===== src/rtl/pdma_pkg.sv =====
package pdma_pkg;
   typedef enum logic [1:0] {ST_IDLE, ST_RUN, ST_PARK} run_e;
   typedef enum logic [2:0] {TG_NONE, TG_SOUND, TG_PROG, TG_WB0, TG_WB1, TG_WALL} tgt_e;
   localparam logic [2:0] CODE_SOUND = 3'd4;
   localparam logic [2:0] CODE_PROG  = 3'd5;
   localparam logic [2:0] CODE_WORK  = 3'd7;
   localparam int N_MEM = 3;
endpackage


===== src/rtl/pdma_route.sv =====
module pdma_route
   import pdma_pkg::*;
(
   input  logic [2:0] code,
   input  logic       split,
   input  logic       sel0,
   input  logic       prg_own,
   input  tgt_e       held,
   output tgt_e       pick,
   output logic       pick_blocked,
   output logic       held_owned
);
   always_comb begin
      case (code)
         CODE_SOUND: pick = TG_SOUND;
         CODE_PROG:  pick = TG_PROG;
         CODE_WORK:  pick = split ? (sel0 ? TG_WB0 : TG_WB1) : TG_WALL;
         default:    pick = TG_NONE;
      endcase
   end

   assign pick_blocked = ((pick == TG_PROG) && prg_own) || ((pick == TG_WALL) && sel0);
   assign held_owned   = ((held == TG_PROG) && prg_own) ||
                         ((held == TG_WALL) && sel0 && !split);
endmodule


===== src/rtl/pdma_pacer.sv =====
module pdma_pacer #(
   parameter int CYC_W = 16,
   parameter int COST  = 16,
   parameter int BURST = 8
) (
   input  logic clk,
   input  logic rst_n,
   input  logic sync,
   input  logic ff,
   input  logic charge,
   output logic ready
);
   localparam int CHARGE = COST * BURST;
   localparam int THRESH = COST * (BURST - 1);
   localparam logic signed [CYC_W-1:0] THR = CYC_W'(THRESH);
   localparam logic [CYC_W-1:0] STEP = CYC_W'(CHARGE);

   initial begin
      assert (COST >= 1) else $error("pacer: COST must be positive");
      assert (BURST >= 1) else $error("pacer: BURST must be positive");
      assert (CYC_W > $clog2(CHARGE) + 2) else $error("pacer: CYC_W too narrow");
   end

   logic [CYC_W-1:0] now_q, mark_q;
   logic signed [CYC_W-1:0] gap;

   assign gap = $signed(now_q - mark_q);

   generate
      if (BURST == 1) begin : g_single
         assign ready = (gap > 0);
      end else begin : g_multi
         assign ready = (gap > THR);
      end
   endgenerate

   always_ff @(posedge clk or negedge rst_n) begin
      if (!rst_n) begin
         now_q  <= '0;
         mark_q <= '0;
      end else begin
         now_q <= now_q + 1'b1;
         if (sync) mark_q <= now_q;
         else if (ff) begin
            if (gap > 0) mark_q <= now_q;
         end else if (charge) mark_q <= mark_q + STEP;
      end
   end

   assert_mark_no_rewind_R10 : assert property (@(posedge clk) disable iff (!rst_n)
      !$past(sync) |-> ($signed(mark_q - $past(mark_q)) >= 0));
   assert_charge_needs_credit_R3 : assert property (@(posedge clk) disable iff (!rst_n)
      charge |-> ready);
endmodule


===== src/rtl/pdma_burst.sv =====
module pdma_burst #(
   parameter int CNT_W  = 16,
   parameter int ADDR_W = 16,
   parameter int BURST  = 8
) (
   input  logic              clk,
   input  logic              rst_n,
   input  logic              load,
   input  logic [CNT_W-1:0]  cnt_in,
   input  logic              abort,
   input  logic              go,
   input  logic              addr_wr,
   input  logic [ADDR_W-1:0] addr_in,
   input  logic              addr_clr,
   output logic              busy,
   output logic              wr,
   output logic              done,
   output logic              charge,
   output logic [ADDR_W-1:0] addr,
   output logic [CNT_W-1:0]  cnt
);
   localparam int LW = $clog2(BURST + 1);
   localparam logic [CNT_W-1:0] BCNT = CNT_W'(BURST);
   localparam logic [LW-1:0] BLEN = LW'(BURST);

   initial begin
      assert (CNT_W > $clog2(BURST)) else $error("burst: CNT_W too narrow");
   end

   logic [LW-1:0] left_q;
   logic          fin_q;
   logic          last;

   assign busy   = (left_q != '0);
   assign wr     = busy;
   assign done   = (left_q == LW'(1)) && fin_q;
   assign last   = (cnt < BCNT);
   assign charge = go && !last;

   always_ff @(posedge clk or negedge rst_n) begin
      if (!rst_n) begin
         left_q <= '0;
         fin_q  <= 1'b0;
         cnt    <= '1;
      end else if (load) begin
         left_q <= '0;
         fin_q  <= 1'b0;
         cnt    <= cnt_in;
      end else if (abort) begin
         left_q <= '0;
         fin_q  <= 1'b0;
      end else if (go) begin
         if (last) begin
            left_q <= LW'(cnt) + LW'(1);
            fin_q  <= 1'b1;
         end else begin
            left_q <= BLEN;
            fin_q  <= 1'b0;
            cnt    <= cnt - BCNT;
         end
      end else if (busy) begin
         left_q <= left_q - LW'(1);
         if (done) begin
            cnt   <= '1;
            fin_q <= 1'b0;
         end
      end
   end

   always_ff @(posedge clk or negedge rst_n) begin
      if (!rst_n) addr <= '0;
      else if (addr_wr) addr <= addr_in;
      else if (addr_clr) addr <= '0;
      else if (wr) addr <= addr + 1'b1;
   end

   assert_burst_len_R4 : assert property (@(posedge clk) disable iff (!rst_n)
      left_q <= BLEN);
   assert_addr_step_R6 : assert property (@(posedge clk) disable iff (!rst_n)
      wr && !addr_wr && !addr_clr |=> addr == $past(addr) + 1'b1);
   assert_count_ones_R5 : assert property (@(posedge clk) disable iff (!rst_n)
      done && !load && !abort |=> cnt == '1);
endmodule


===== src/rtl/paced_dma.sv =====
module paced_dma
   import pdma_pkg::*;
#(
   parameter int CNT_W  = 16,
   parameter int ADDR_W = 16,
   parameter int CYC_W  = 16,
   parameter int COST   = 16,
   parameter int BURST  = 8
) (
   input  logic              clk,
   input  logic              rst_n,
   input  logic              dest_wr,
   input  logic [2:0]        dest_in,
   input  logic              mem_split,
   input  logic              mem_sel0,
   input  logic              prg_own,
   input  logic              out_en,
   input  logic              xfer_start,
   input  logic [CNT_W-1:0]  cnt_in,
   input  logic              addr_wr,
   input  logic [ADDR_W-1:0] addr_in,
   input  logic              irq_en,
   input  logic [7:0]        src_data,
   output logic              src_rd,
   output logic [2:0]        mem_we,
   output logic [1:0]        work_half,
   output logic [ADDR_W-1:0] mem_addr,
   output logic [7:0]        mem_data,
   output logic [CNT_W-1:0]  cnt_out,
   output logic              end_flag,
   output logic              xfer_done,
   output logic              irq
);
   run_e       state_q, nxt_state, eval_state;
   tgt_e       held_q, nxt_held, pick;
   logic [2:0] dest_q;
   logic       reinit_q, xfer_on_q;
   logic       pick_blocked, held_owned;
   logic       ready, bbusy, bwr, bdone, bcharge;
   logic       fire, go, ff, sync, load, abort;

   pdma_route u_route (
      .code(dest_q), .split(mem_split), .sel0(mem_sel0), .prg_own(prg_own),
      .held(held_q), .pick(pick), .pick_blocked(pick_blocked), .held_owned(held_owned)
   );

   pdma_pacer #(.CYC_W(CYC_W), .COST(COST), .BURST(BURST)) u_pacer (
      .clk(clk), .rst_n(rst_n), .sync(sync), .ff(ff), .charge(bcharge), .ready(ready)
   );

   pdma_burst #(.CNT_W(CNT_W), .ADDR_W(ADDR_W), .BURST(BURST)) u_burst (
      .clk(clk), .rst_n(rst_n), .load(load), .cnt_in(cnt_in), .abort(abort), .go(go),
      .addr_wr(addr_wr), .addr_in(addr_in), .addr_clr(fire),
      .busy(bbusy), .wr(bwr), .done(bdone), .charge(bcharge), .addr(mem_addr), .cnt(cnt_out)
   );

   assign fire  = reinit_q && !bbusy;
   assign sync  = out_en && xfer_start;
   assign load  = sync;
   assign abort = !out_en || xfer_start;
   assign go    = out_en && !xfer_start && !reinit_q && (state_q == ST_RUN) && !bbusy && ready;

   assign eval_state = (pick == TG_NONE) ? ST_IDLE : (pick_blocked ? ST_PARK : ST_RUN);

   always_comb begin
      nxt_state = state_q;
      nxt_held  = held_q;
      if (!out_en) begin
         nxt_state = ST_IDLE;
      end else if (xfer_start) begin
         nxt_state = eval_state;
         nxt_held  = pick;
      end else if (bdone) begin
         nxt_state = ST_IDLE;
      end else if (fire) begin
         if (xfer_on_q) begin
            nxt_state = eval_state;
            nxt_held  = pick;
         end
      end else begin
         case (state_q)
            ST_RUN:  if (!bbusy && !ready && held_owned) nxt_state = ST_PARK;
            ST_PARK: if (!held_owned) nxt_state = ST_RUN;
            default: nxt_state = state_q;
         endcase
      end
   end

   assign ff = out_en && !xfer_start && (state_q == ST_PARK) && (nxt_state == ST_RUN);

   always_ff @(posedge clk or negedge rst_n) begin
      if (!rst_n) begin
         state_q   <= ST_IDLE;
         held_q    <= TG_NONE;
         dest_q    <= '0;
         reinit_q  <= 1'b0;
         xfer_on_q <= 1'b0;
         end_flag  <= 1'b0;
         xfer_done <= 1'b0;
         irq       <= 1'b0;
      end else begin
         state_q <= nxt_state;
         held_q  <= nxt_held;
         if (fire) reinit_q <= 1'b0;
         if (dest_wr) begin
            dest_q   <= dest_in;
            reinit_q <= 1'b1;
         end
         xfer_done <= 1'b0;
         irq       <= 1'b0;
         if (!out_en) begin
            xfer_on_q <= 1'b0;
         end else if (xfer_start) begin
            xfer_on_q <= 1'b1;
            end_flag  <= 1'b0;
         end else if (bdone) begin
            xfer_on_q <= 1'b0;
            end_flag  <= 1'b1;
            xfer_done <= 1'b1;
            irq       <= irq_en;
         end
      end
   end

   logic [N_MEM-1:0] tgt_hit;
   assign tgt_hit[0] = (held_q == TG_SOUND);
   assign tgt_hit[1] = (held_q == TG_PROG);
   assign tgt_hit[2] = (held_q == TG_WB0) || (held_q == TG_WB1) || (held_q == TG_WALL);

   generate
      for (genvar g = 0; g < N_MEM; g++) begin : g_we
         assign mem_we[g] = bwr && tgt_hit[g];
      end
   endgenerate

   always_comb begin
      case (held_q)
         TG_WB0:  work_half = 2'b01;
         TG_WB1:  work_half = 2'b10;
         TG_WALL: work_half = 2'b11;
         default: work_half = 2'b00;
      endcase
   end

   assign src_rd   = bwr;
   assign mem_data = src_data;

   assert_we_onehot_R2 : assert property (@(posedge clk) disable iff (!rst_n)
      $onehot0(mem_we));
   assert_park_no_burst_R8 : assert property (@(posedge clk) disable iff (!rst_n)
      (state_q == ST_PARK) && !bbusy |=> !(|mem_we));
   assert_disable_stops_R12 : assert property (@(posedge clk) disable iff (!rst_n)
      !out_en |=> !(|mem_we) && (state_q == ST_IDLE));
   assert_end_flag_R5 : assert property (@(posedge clk) disable iff (!rst_n)
      bdone && out_en && !xfer_start |=> end_flag && xfer_done);
   assert_irq_gate_R13 : assert property (@(posedge clk) disable iff (!rst_n)
      irq |-> $past(irq_en));
endmodule


===== config.mk =====
export PLATFORM = sky130hd
export DESIGN_NAME = paced_dma
export DESIGN_NICKNAME = d
export VERILOG_FILES = /design/src/rtl/pdma_pkg.sv /design/src/rtl/pdma_route.sv /design/src/rtl/pdma_pacer.sv /design/src/rtl/pdma_burst.sv /design/src/rtl/paced_dma.sv
export SDC_FILE = /design/constraint.sdc
export NUM_CORES = 1
export LEC_CHECK = 0
export CORE_MARGIN = 8
export CORE_UTILIZATION = 50
export CTS_CLUSTER_SIZE = 10
export DETAILED_ROUTE_END_ITERATION = 12
export GPL_TIMING_DRIVEN = 0
export HOLD_SLACK_MARGIN = 0.03
export PLACE_DENSITY_LB_ADDON = 0.15
export SLEW_MARGIN = 20
export SYNTH_ARGS = -nofsm -noshare
export SYNTH_HDL_FRONTEND = slang
export SYNTH_SLANG_ARGS = --single-unit

===== constraint.sdc =====
create_clock -name clk -period 9.8 [get_ports clk]
set_input_delay 0.98 -clock clk [delete_from_list [all_inputs] [get_ports clk]]
set_output_delay 0.98 -clock clk [all_outputs]
set_load 0.01 [all_outputs]

-- Yosys cells after proc, flatten, opt, wreduce, memory -nomap -nowiden
Cells that the tools add are included.
- magnitude comparators: 3
- reduce and logical (&&, ||, !) cells: 50
- mux-type cells: 54
- eq/ne operators: 19
- add/subtract/negate cells: 7
- operator list (cell ; number):
    2-to-1 mux 16 bit ; 13
    adder 16 x 1 -> 16 bit, second input constant ; 2
    logical AND 1 bit ; 21
    2-to-1 mux 4 bit ; 5
    equality test 3 bit, second input constant ; 6
    2-to-1 mux 1 bit ; 18
    2-to-1 mux 2 bit ; 9
    2-to-1 mux 3 bit ; 6
    adder 16 x 8 -> 16 bit, second input constant ; 1
    > comparator 16 x 1 -> 1 bit, second input constant ; 1
    > comparator 16 x 8 -> 1 bit, second input constant ; 1
    less-than comparator 16 x 4 -> 1 bit, second input constant ; 1
    subtractor 16 bit ; 1
    subtractor 16 x 4 -> 16 bit, second input constant ; 1
    nonzero test 3 bit ; 4
    nonzero test 4 bit ; 3
    equality test 3 x 2 -> 1 bit, second input constant ; 3
    case mux 3 bit (3 select lines) ; 1
    AND reduction 4 bit ; 2
    nonzero test 2 bit ; 4
    logical NOT 1 bit ; 7
    inequality test 3 x 1 -> 1 bit, second input constant ; 2
    case mux 2 bit (3 select lines) ; 1
    AND reduction 2 bit ; 3
    11 further kinds ; 17
- bits of input ports: 53
- output and inout bits: 49
- logic and storage cells: 147
- register bits after elaboration: 82

-- Longest topological paths before layout
- depth in word-level cells: 17
- mapped depth: 16
- gate-level depth less buffers: 13

-- By module
From an unflattened synthesis, not the netlist that was laid out.
- cells, all modules: 718
- area, all modules: 6332.3 um^2
- by module, submodules not included (module ; times used ; cells an instance ; area each (um^2)):
    pdma_pacer ; 1 ; 351 ; 3001.6
    pdma_burst ; 1 ; 274 ; 2458.6
    paced_dma ; 1 ; 77 ; 783.3
    pdma_route ; 1 ; 16 ; 88.8

-- Least setup slack after synthesis
No wires, ideal clock.
- kind: flip-flop to flip-flop
- start: register u_pacer.now_q[0]
- end: register u_pacer.mark_q[10]
- clock period less this slack: 3342 ps
- path slack: 6458 ps
- setup time: 94 ps
- arrival time: 3248 ps
- stages on the path, launching flop included: 17
- buffers on the path: 3
- path through: dfrtp_1 > inv_1 > ha_1 > fa_1 > nor2b_1 > o31ai_1 > a21oi_1 > mux2_2 > o211ai_1 > or4_1 > clkbuf_1 > o21ai_1 > o21a_1 > buf_2 > buf_2 > nor2_1 > a211oi_1
- word-level cells in the longest chain between the ends: 15
- RTL lines (what ; RTL line ; RTL):
    start, declared ; pdma_pacer.sv:24 ; logic [CYC_W-1:0] now_q, mark_q;
    start signal, assigned ; pdma_pacer.sv:42 ; now_q <= now_q + 1'b1;
    subtractor 16 bit (*) ; pdma_pacer.sv:27 ; assign gap = $signed(now_q - mark_q);
    > comparator 16 x 8 -> 1 bit ; pdma_pacer.sv:33 ; assign ready = (gap > THR);
    logical NOT 1 bit ; paced_dma.sv:82 ; ST_RUN: if (!bbusy && !ready && held_owned) nxt_state = ST_PARK;
    logical AND 1 bit (2 in a row) ; paced_dma.sv:82 ;
    2-to-1 mux 2 bit ; paced_dma.sv:82 ;
    case mux 2 bit (2 select lines) ; paced_dma.sv:81 ; case (state_q)
    2-to-1 mux 2 bit ; paced_dma.sv:75 ; end else if (fire) begin
    2-to-1 mux 2 bit ; paced_dma.sv:73 ; end else if (bdone) begin
    2-to-1 mux 2 bit ; paced_dma.sv:70 ; end else if (xfer_start) begin
    2-to-1 mux 2 bit ; paced_dma.sv:68 ; if (!out_en) begin
    equality test 2 x 1 -> 1 bit ; paced_dma.sv:89 ; assign ff = out_en && !xfer_start && (state_q == ST_PARK) && (nxt_state == ST_RUN);
    logical AND 1 bit ; paced_dma.sv:89 ;
    inequality test 3 x 1 -> 1 bit (no line) (tied with other cells) ; - ;
    AND reduction 2 bit (no line) / 2-to-1 mux 16 bit (equally long branches) ; - ;
    end signal, assigned ; pdma_pacer.sv:43 ; if (sync) mark_q <= now_q;
    end signal, assigned ; pdma_pacer.sv:45 ; if (gap > 0) mark_q <= now_q;
    end signal, assigned ; pdma_pacer.sv:46 ; end else if (charge) mark_q <= mark_q + STEP;
    end, declared ; pdma_pacer.sv:24 ;
Every way passes the cells marked *; elsewhere a longest branch is shown, timed or not.
A chain may end at the register's enable or synchronous reset.

-- Final worst setup path
- start: register u_pacer.now_q[0]
- end: register u_pacer.mark_q[15]
Same word-level chain as after synthesis.

==> reports/results.ini <==
[status]
outcome = finished, final reports clean

[critical_path]
path_cells = inv_1 > ha_1 > fa_1 > nor2b_1 > o31ai_1 > a21oi_1 > mux2_2 > o211ai_1 > or4_1 > clkbuf_1 > o21ai_1 > o21a_1 > buf_2 > buf_2 > o22ai_1 > a21oi_1
arrival_ns = 4.37
end_kind = register
crit_start = u_pacer.now_q[0]
critPathBufInv = 4
cp.required_ns = 10.09
cp-start-kind = register
max_stage_delay_ns = 0.52
slowest_stage = or4_1
crit_fanout = 10
crit_family = compound AO/OA/AOI/OAI gates
crit_type = reg -> reg
r2r-start = u_pacer.now_q[0]
ff2ff_setup_slack_ns = 5.72

[clocking]
holdBufCountCts = 0
clkSlewWorstSetupHoldPaths_ns = 0.09
cts_buffer_depth = 2
clk-insertion-delay-late_ns = 0.37
clock-sinks = 82
post-cts-setup-buffer-count = 0
htree_levels = 3
cts-buffers-inserted = 9
cts_tree = built
cts-root-buf = clkbuf_8
ctsResizeCount = 0

[flow_run]
max-cap-violations = 0

[placement]
portBuffers = 93
gp_congestion = 0.896
dp_hpwl_mm = 11.1

[timing]
tns_ns = 0
fin_crit_sh_pct = 41.6
max_freq_mhz = 245
final_max_slew_viol_count = 0
worstMarginPinSlew_ns = 0.675
hold_ws_ns = 0.488
skew_ns = 0.0108
min_period_ns = 4.08
setup_viol = 0
rsz0062_at_grt = no
hold_viol_final = 0
slew_headroom_pct = 54.4

[worst_hold_path]
hold_path.class = reg -> reg
worstHoldStart = end_flag

[power]
leakage_nw = 2.86
power_mw = 0.978
p_clk_share_pct = 28.3
power_frac_comb_pct = 29.3
p_int_mw = 0.662
seqPwrFrac_pct = 42.4
switching_share_pct = 32.3
peakVddDrop_mv = 0.0672
power.net_switching_mw = 0.316
power.density_nw_per_um2 = 142

[yosys]
synthDistinctLibCells = 65
syn-num-nets = 729
synth-seq-area-share_pct = 37.6
postSynthAreaPerCell_um2 = 8.47
synth_area_um2 = 5520
ys_ff_latch = 82
synth_edf_count = 0
synth_ff_type = dfrtp_1
async_flop_share_pct = 100
synth_top_area_cell = dfrtp_1
yosys_warnings = 0
synthCells = 651
ys_top_cells_by_area = dfrtp_1 (30%), dfstp_2 (7.6%), a21oi_1 (5.8%)
yosysTopAreaCellShare_pct = 29.9

[global_route]
grt_max_degree = 43
antenna_found_initial = 0
overflow = 0
grt_pass1_vias = 5033
grt_pass1_wl_mm = 24.4
grt_use_total_pct = 20.0

[cells_and_area]
area_growth_pct = 24.4
mostFrequentLayoutCells = clkdlybuf4s50_1 (92), nand2_1 (73), dfrtp_1 (66), a21oi_1 (64), nor2_1 (53)
drive_gt1_share_pct = 9.99
multi_input_area_um2 = 3140
num-nets-final = 834
num-fill-cells = 974
regArea_um2 = 2070
final_common_cell = clkdlybuf4s50_1
diodes = 0

[die]
rows = 38
start_util_pct = 51.1
fp.coreArea_um2 = 10800
die_area_um2 = 14600
num_io_pins = 102
die_h_um = 121
fp.dieW_um = 121

[routing]
first_pass_iters = 5
wl_mm = 14.6
avgRoutedWirePerCell_um = 16.2
viasPerCell = 5.81
drt-initial-drc-count = 392
ant_nets = 0
vias = 5231
drc = 0

==> path summary, 6_finish.rpt <==
path	depth (start not counted)	endpoint
setup / recovery	16	u_pacer.mark_q[15]
min in group asynchronous	1	u_burst.addr[9]
max in group asynchronous	2	u_burst.cnt[6]
hold reg to reg	1	end_flag
setup reg to reg	16	u_pacer.mark_q[15]
hold / removal	1	end_flag
==> worst reg2reg max path, stage by stage (launching register included) <==
cell and delay, ns:
dfrtp_1 0.41, inv_1 0.09, ha_1 0.21, fa_1 0.38, nor2b_1 0.20, o31ai_1 0.14
a21oi_1 0.21, mux2_2 0.20, o211ai_1 0.07, or4_1 0.52, clkbuf_1 0.21, o21ai_1 0.44
o21a_1 0.17, buf_2 0.22, buf_2 0.29, o22ai_1 0.11, a21oi_1 0.14
==> sequential cells by signal, indices dropped and copies added, names as in the netlist <==
signal,count
u_burst.cnt,16
xfer_on_q,1
held_q,3
state_q,2
dest_q,3
reinit_q,1
u_burst.left_q,4
u_burst.addr,16
u_pacer.mark_q,16
u_burst.fin_q,1
u_pacer.now_q,16
irq,1
xfer_done,1
end_flag,1
==> kinds of logic (layout without fill, tap and decap cells) <==
| family | after synthesis | count (layout) | synth area share, % |
|---|---|---|---|
| DFF | 82 | 82 | 37.6 |
| adders and majority gates | 25 | 25 | 5.81 |
| and+or+nand+nor | 244 | 244 | 22.2 |
| muxes | 12 | 12 | 2.43 |
| AOI/OAI and AO/OA | 192 | 192 | 22.3 |
| buffers and inverters | 70 | 180 | 5.58 |
| xor gates and xnor gates | 26 | 26 | 4.13 |
==> layout make-up <==
cell class | count | share of cell area, %
well taps | 140 | 2.55
repair buffers | 94 | 13.8
multi-input cells | 499 | 45.8
flip-flops and latches | 82 | 30.2
clock buffers | 10 | 2.01
plain buffers | 30 | 2.30
clock inverters | 6 | 1.17
inverters | 40 | 2.19
==> cells in the mapped netlist, drive strengths merged, types with 5 or more instances <==
| library cell | number |
|---|---|
| nand3 | 24 |
| nor2 | 54 |
| and3 | 6 |
| dfstp | 16 |
| inv | 40 |
| mux2 | 11 |
| a211oi | 7 |
| o21ai | 48 |
| o211ai | 8 |
| nand2 | 73 |
| xor2 | 7 |
| nand2b | 7 |
| nor3 | 20 |
| xnor2 | 19 |
| or3 | 12 |
| nor2b | 12 |
| clkbuf | 14 |
| and2 | 7 |
| a21o | 5 |
| a311oi | 13 |
| o21a | 13 |
| dfrtp | 66 |
| nand4 | 9 |
| ha | 24 |
| buf | 16 |
| a21oi | 64 |
==> power groups by stage <==
stage / registers (mW) / clock network, mW / logic, mW
after floorplan: 0.421 / 0 / 0.162
after global placement: 0.419 / 0 / 0.277
after detailed placement: 0.421 / 0 / 0.285
after CTS: 0.414 / 0.281 / 0.287
after global routing: 0.421 / 0.296 / 0.318
final: 0.415 / 0.276 / 0.286
==> routing by layer <==
metal / global-route usage [%] / wire length, µm
met1: 24.9 / 6290
met2: 33.8 / 7100
met3: 4.37 / 1020
met4: 6.40 / 195
met5: 0 / 0
==> through the flow <==
| stage | std cells | setup WS [ns] | utilization, % | area, µm² |
|---|---|---|---|---|
| floorplan | 651 | 6.46 | - | 5520 |
| global placement | 884 | 4.82 | 61.3 | 6620 |
| detailed placement | 885 | 5.50 | 61.5 | 6640 |
| CTS | 901 | 5.72 | 63.5 | 6860 |
| global route | 901 | 5.37 | 63.6 | 6860 |
| finish | 901 | 5.72 | 63.6 | 6860 |
Note: power is estimated with default switching activity, not from simulation.
